`config.mk`:
```
export PLATFORM = sky130hd
export DESIGN_NAME = cell_charge_rotator
export DESIGN_NICKNAME = d
export VERILOG_FILES = /design/src/rtl/cellchg_pkg.sv /design/src/rtl/cellchg_tick.sv /design/src/rtl/cellchg_divider.sv /design/src/rtl/cellchg_select.sv /design/src/rtl/cell_charge_rotator.sv
export SDC_FILE = /design/constraint.sdc
export NUM_CORES = 2
export LEC_CHECK = 0
export ABC_AREA = 1
export ABC_CLOCK_PERIOD_IN_PS = 2400
export BUFFER_PORTS_ARGS = -buffer_cell sky130_fd_sc_hd__buf_2
export CAP_MARGIN = 5
export CELL_PAD_IN_SITES_DETAIL_PLACEMENT = 0
export CELL_PAD_IN_SITES_GLOBAL_PLACEMENT = 1
export CORE_AREA = 2 2 302 304
export CTS_CLUSTER_SIZE = 8
export DETAILED_ROUTE_END_ITERATION = 8
export DIE_AREA = 0 0 304 306
export PLACE_DENSITY_LB_ADDON = 0.3
export SYNTH_ARGS = -nofsm -noshare
export SYNTH_HDL_FRONTEND = slang
export SYNTH_SLANG_ARGS = --single-unit
```
`constraint.sdc`:
```
create_clock -name clk -period 2.4 [get_ports clk]
set_input_delay 0.72 -clock clk [delete_from_list [all_inputs] [get_ports clk]]
set_output_delay 0.72 -clock clk [all_outputs]
set_load 0.02 [all_outputs]
```
`src/rtl/cellchg_pkg.sv`:
```
package cellchg_pkg;
    typedef enum logic [1:0] {
        ST_IDLE,
        ST_DIV,
        ST_WAIT,
        ST_ROTATE
    } chg_state_e;
endpackage

```
`src/rtl/cellchg_tick.sv`:
```
module cellchg_tick #(
    parameter int unsigned DIV = 1000
) (
    input  logic clk,
    input  logic rst_n,
    input  logic en,
    output logic tick
);
    localparam int unsigned PW = (DIV > 2) ? $clog2(DIV) : 1;

    logic [PW-1:0] cnt_q;

    always_ff @(posedge clk or negedge rst_n) begin
        if (!rst_n) begin
            cnt_q <= '0;
        end else if (!en) begin
            cnt_q <= '0;
        end else if (cnt_q == PW'(DIV - 1)) begin
            cnt_q <= '0;
        end else begin
            cnt_q <= cnt_q + PW'(1);
        end
    end

    assign tick = en && (cnt_q == PW'(DIV - 1));
endmodule

```
`src/rtl/cellchg_divider.sv`:
```
module cellchg_divider #(
    parameter int unsigned DW = 16
) (
    input  logic          clk,
    input  logic          rst_n,
    input  logic          go,
    input  logic [DW-1:0] dividend,
    input  logic [DW-1:0] divisor,
    output logic          done,
    output logic [DW-1:0] quo,
    output logic [DW-1:0] rem
);
    localparam int unsigned KW = $clog2(DW + 1);

    logic [DW-1:0] quo_q, rem_q, div_q;
    logic [KW-1:0] cnt_q;
    logic          busy_q;
    logic [DW:0]   trial;
    logic          fits;

    always_comb begin
        trial = {rem_q, quo_q[DW-1]};
        fits  = trial >= {1'b0, div_q};
    end

    always_ff @(posedge clk or negedge rst_n) begin
        if (!rst_n) begin
            quo_q  <= '0;
            rem_q  <= '0;
            div_q  <= '0;
            cnt_q  <= '0;
            busy_q <= 1'b0;
            done   <= 1'b0;
        end else begin
            done <= 1'b0;
            if (go) begin
                quo_q  <= dividend;
                rem_q  <= '0;
                div_q  <= divisor;
                cnt_q  <= KW'(DW);
                busy_q <= 1'b1;
            end else if (busy_q) begin
                if (fits) begin
                    rem_q <= DW'(trial - {1'b0, div_q});
                    quo_q <= {quo_q[DW-2:0], 1'b1};
                end else begin
                    rem_q <= DW'(trial);
                    quo_q <= {quo_q[DW-2:0], 1'b0};
                end
                cnt_q <= cnt_q - KW'(1);
                if (cnt_q == KW'(1)) begin
                    busy_q <= 1'b0;
                    done   <= 1'b1;
                end
            end
        end
    end

    assign quo = quo_q;
    assign rem = rem_q;
endmodule

```
`src/rtl/cellchg_select.sv`:
```
module cellchg_select #(
    parameter int unsigned N  = 10,
    parameter int unsigned VW = 12,
    parameter int unsigned CW = 4
) (
    input  logic [N*VW-1:0] v_cell,
    input  logic [CW-1:0]   count,
    output logic [N-1:0]    mask
);
    for (genvar i = 0; i < N; i++) begin : g_rank
        logic [CW-1:0] rank;
        always_comb begin
            rank = '0;
            for (int j = 0; j < N; j++) begin
                if (j != i) begin
                    if ((v_cell[j*VW +: VW] < v_cell[i*VW +: VW]) ||
                        ((v_cell[j*VW +: VW] == v_cell[i*VW +: VW]) && (j < i))) begin
                        rank = rank + CW'(1);
                    end
                end
            end
        end
        assign mask[i] = rank < count;
    end
endmodule

```
`src/rtl/cell_charge_rotator.sv`:
```
module cell_charge_rotator
    import cellchg_pkg::*;
#(
    parameter int unsigned N_CELLS = 10,
    parameter int unsigned VW      = 12,
    parameter int unsigned DW      = 16,
    parameter int unsigned CLK_HZ  = 125_000_000,
    parameter int unsigned TICK_HZ = 1000
) (
    input  logic                 clk,
    input  logic                 rst_n,
    input  logic                 chg_en,
    input  logic [N_CELLS*VW-1:0] v_cell,
    input  logic [DW-1:0]        v_pole,
    input  logic [VW-1:0]        v_target,
    output logic [N_CELLS-1:0]   insert_mask,
    output logic                 bypass_res
);
    localparam int unsigned TICK_DIV = CLK_HZ / TICK_HZ;
    localparam int unsigned CW       = $clog2(N_CELLS + 1);
    localparam int unsigned SW       = VW + $clog2(N_CELLS);
    localparam int unsigned BW       = SW + 4;

    chg_state_e st_q, st_d;
    logic tick, div_go, div_done, rot_now;
    logic [DW-1:0] quo, rem;
    logic [CW-1:0] hi_q, lo_q, sel_cnt;
    logic [N_CELLS-1:0] sel_mask;
    logic [SW-1:0] sum_v, nt_v;
    logic above, reach;

    cellchg_tick #(.DIV(TICK_DIV)) u_tick (
        .clk(clk), .rst_n(rst_n), .en(chg_en), .tick(tick)
    );

    cellchg_divider #(.DW(DW)) u_div (
        .clk(clk), .rst_n(rst_n), .go(div_go),
        .dividend(v_pole), .divisor(DW'(v_target)),
        .done(div_done), .quo(quo), .rem(rem)
    );

    cellchg_select #(.N(N_CELLS), .VW(VW), .CW(CW)) u_sel (
        .v_cell(v_cell), .count(sel_cnt), .mask(sel_mask)
    );

    // Arm sum against N*target replaces an average.
    always_comb begin
        sum_v = '0;
        for (int i = 0; i < N_CELLS; i++) begin
            sum_v = sum_v + SW'(v_cell[i*VW +: VW]);
        end
        nt_v    = SW'(N_CELLS) * SW'(v_target);
        above   = sum_v > nt_v;
        reach   = (BW'(sum_v) * BW'(10)) >= (BW'(nt_v) * BW'(9));
        sel_cnt = above ? lo_q : hi_q;
    end

    assign div_go  = (st_q == ST_IDLE) && chg_en;
    assign rot_now = (st_q == ST_ROTATE);

    always_comb begin
        st_d = st_q;
        if (!chg_en) begin
            st_d = ST_IDLE;
        end else begin
            unique case (st_q)
                ST_IDLE:   st_d = ST_DIV;
                ST_DIV:    if (div_done) st_d = ST_WAIT;
                ST_WAIT:   if (tick) st_d = ST_ROTATE;
                ST_ROTATE: st_d = ST_WAIT;
                default:   st_d = ST_IDLE;
            endcase
        end
    end

    always_ff @(posedge clk or negedge rst_n) begin
        if (!rst_n) st_q <= ST_IDLE;
        else        st_q <= st_d;
    end

    always_ff @(posedge clk or negedge rst_n) begin
        if (!rst_n) begin
            insert_mask <= '0;
            bypass_res  <= 1'b0;
            hi_q        <= '0;
            lo_q        <= '0;
        end else if (!chg_en) begin
            insert_mask <= '0;
            bypass_res  <= 1'b0;
            hi_q        <= '0;
            lo_q        <= '0;
        end else begin
            if ((st_q == ST_DIV) && div_done) begin
                if (quo >= DW'(N_CELLS)) begin
                    lo_q <= CW'(N_CELLS);
                    hi_q <= CW'(N_CELLS);
                end else begin
                    lo_q <= CW'(quo);
                    hi_q <= CW'(quo) + CW'(rem != '0);
                end
            end
            if (rot_now) begin
                insert_mask <= sel_mask;
                if (reach) bypass_res <= 1'b1;
            end
        end
    end
endmodule

```
==> results.toml <==
[outcome]
status = "complete, but fails checks"
violations = "setup timing"

[global_route]
grtUsageTotal_pct = 25.2
grt_max_degree = 42
antenna_found_initial = 9
globalRouteOverflowTotal = 0
grt_pass1_vias = 31400
grt_first_pass_wirelength_um = 181000

[critical_path]
worst-path-max-fanout = 4
cp_data_required_time_ns = 2.65
r2r_slack_ns = -0.02
cpMostUsedCell = "a21oi_2"
crit_path_end_kind = "flip-flop"
slowest_delay_ns = 0.61
start_kind = "input port"
cp.arrival_ns = 7.75
criticalPathCategory = "in2reg"
cpMaxStageDelayCell = "fa_1"

[flow_run]
maxCapViolations = 0

[placed_design]
port_buffers = 161
place_area_sq_um = 39400
dp_hpwl_um = 103000
dp_slack_ns = -5.69
gp_congestion = 0.937

[clock_network]
clock_sinks = 89
cts_root_buf = "clkbuf_16"
htree_num_levels = 3
cts_tree = "built"
cts.clk_slew.worst_paths_ns = 0.08
cts_buffers = 9
max-clock-path-buffers = 2
cts_hold_buf = 0
clk_latency_ns = 0.37

[synth]
synth.distinct_cells = 54
synth-seq-cells = 89
synth_area_sq_um = 29400
ys_top_cells_by_count = "nand2_1, ha_1, inv_1"
ys.warnings.count = 0
yosys.cell_count.top_type = "nand2_1"
yosysSeqAreaShare_pct = 7.58
syn_nets = 5375
syn_avg_cell_area_sq_um = 6.78
synth_flop_cell = "dfrtp_1"
ys_top_cells_by_area = "ha_1, nand2_1, inv_1, dfrtp_1, fa_1"
synthArstFlopShare_pct = 100
yosys.area.top_type = "ha_1"
synth-edff-count = 0
synthCells = 4333
yosysTopAreaCellShare_pct = 33.8

[detailed_routing]
routed_wl_um = 117000
initialDrtViolationCount = 1592
viasPerCell = 4.86
drc = 0
first_pass_iters = 5
vias = 32400
ant_nets = 0
wl_per_cell_um = 17.6

[sta]
worst_slew_pin_slew_ns = 0.612
worst_clock_skew_ns = 0.0156
worst_slack_ns = -5.10
max_slew_margin_pct = 59.1
setup_tns_ns = -55.49
final_hold_viol_count = 0
max_clock_freq_ghz = 0.133
rsz0062_at_grt = "true"
setup_viol = 13
period_minus_slack_ns = 7.50
fin_crit_sh_pct = 313
maxSlewViolCount = 0

[floorplanning]
fp.dieW_um = 304
core_sq_um = 89600
dieArea_sq_um = 93000
floorplan.rows = 110
start_util_pct = 32.8
pin_count = 162
dieHeight_um = 306

[layout]
drive_above_1_share_pct = 26.3
finalInstanceArea_sq_um = 40600
fill_cells = 9249
area_growth_pct = 38.3
final_nets = 6531

[hold_path]
holdCritPathClass = "in2async"
## per-layer routing
metal  vias to the layer above  track usage [%]  share of wire, %
li1                      16700                -                 -
met3                       144             1.69               4.1
met1                     14900             33.8                47
met2                       631             43.6                46
met4                         0             6.65               3.0
met5                         -                0                 0
## logic make-up after synthesis
kind of cell               count (synthesis)  share of synthesized area (%)
xor gates and xnor gates                  76                           2.29
DFF                                       89                           7.58
buffers and inverters                    782                           10.0
and+or+nand+nor                         1906                           28.2
adders and majority gates                891                           40.4
AOI/OAI and AO/OA                        589                           11.5
## stage by stage
| stage | utilization (%) | hold slack, ns | instances |
|---|---|---|---|
| 2_1_floorplan | - | 0.424 | 4333 |
| 3_3_place_gp | 44.0 | 0.456 | 6631 |
| 3_5_place_dp | 44.0 | 0.463 | 6631 |
| 4_1_cts | 44.8 | 0.329 | 6663 |
| 5_1_grt | 45.3 | 0.345 | 6673 |
| 6_report | 45.3 | 0.317 | 6674 |
## area by class of cell
cell class | instances | area, sq um | share of cell area [%]
sequential | 89 | 2230 | 5.48
tap | 1176 | 1470 | 3.62
antenna | 4 | 10.0 | 0.0246
timing repair buffer | 1159 | 8540 | 21.0
inverter | 768 | 2900 | 7.14
clock buffer | 9 | 225 | 0.554
clock inverter | 7 | 86.3 | 0.213
multi-input combinational | 3462 | 25200 | 61.9
## state kept, by name (all words and copies together), names as in the netlist
signal        cells
u_div.done        1
bypass_res        1
u_tick.cnt_q     17
lo_q              4
u_div.cnt_q       5
u_div.rem        16
hi_q              4
u_div.div_q      12
st_q              2
u_div.quo        16
insert_mask      10
u_div.busy_q      1
## layout by cell type (no fill, tap or decap), types with 18 or more instances in the layout
cell type | netlist | routed
a211oi_1 | 36 | 27
a21oi_1 | 279 | 262
a21oi_2 | 7 | 23
buf_2 | 1 | 158
buf_4 | 1 | 974
dfrtp_1 | 89 | 89
fa_1 | 97 | 92
ha_1 | 794 | 757
ha_4 | 0 | 37
inv_1 | 753 | 742
inv_2 | 13 | 19
nand2_1 | 1103 | 1082
nand2_2 | 32 | 51
nand3_1 | 267 | 262
nand3_2 | 17 | 20
nand4_1 | 106 | 106
nor2_1 | 249 | 243
nor3_1 | 42 | 37
o211ai_1 | 21 | 21
o21a_1 | 18 | 18
o21ai_0 | 134 | 112
o21ai_1 | 17 | 27
o21bai_1 | 24 | 23
or2_2 | 26 | 26
xnor2_1 | 19 | 18
xor2_1 | 56 | 50
## path summary, 6_finish.rpt
check,startpoint,endpoint,depth (start not counted)
worst max-delay path,v_cell[15],bypass_res,45
worst min-delay path,rst_n,insert_mask[5],1
worst max register to register,u_div.div_q[2],u_div.rem[14],17
worst min register to register,u_tick.cnt_q[0],u_tick.cnt_q[0],1
max in group asynchronous,rst_n,u_div.div_q[5],2
min in group clk,u_tick.cnt_q[0],u_tick.cnt_q[0],1
## worst max-delay path: cells and delay by family
kind | cells | cell delay [ns]
xor gates and xnor gates | 2 | 0.29
buffers and inverters | 9 | 0.73
and+or+nand+nor | 13 | 0.91
adders and majority gates | 9 | 3.61
AOI/OAI and AO/OA | 12 | 1.47
## what timing repair did
action                     CTS  global route
setup endpoints to repair   27            30
setup buffers               16             7
hold endpoints to repair     0             0
gates resized for setup     58            84
cloned                       1             1
pin swaps                   66            50
Power is not shown: default switching activity piles up to over one toggle a cycle in this logic, so the estimate is an artifact.
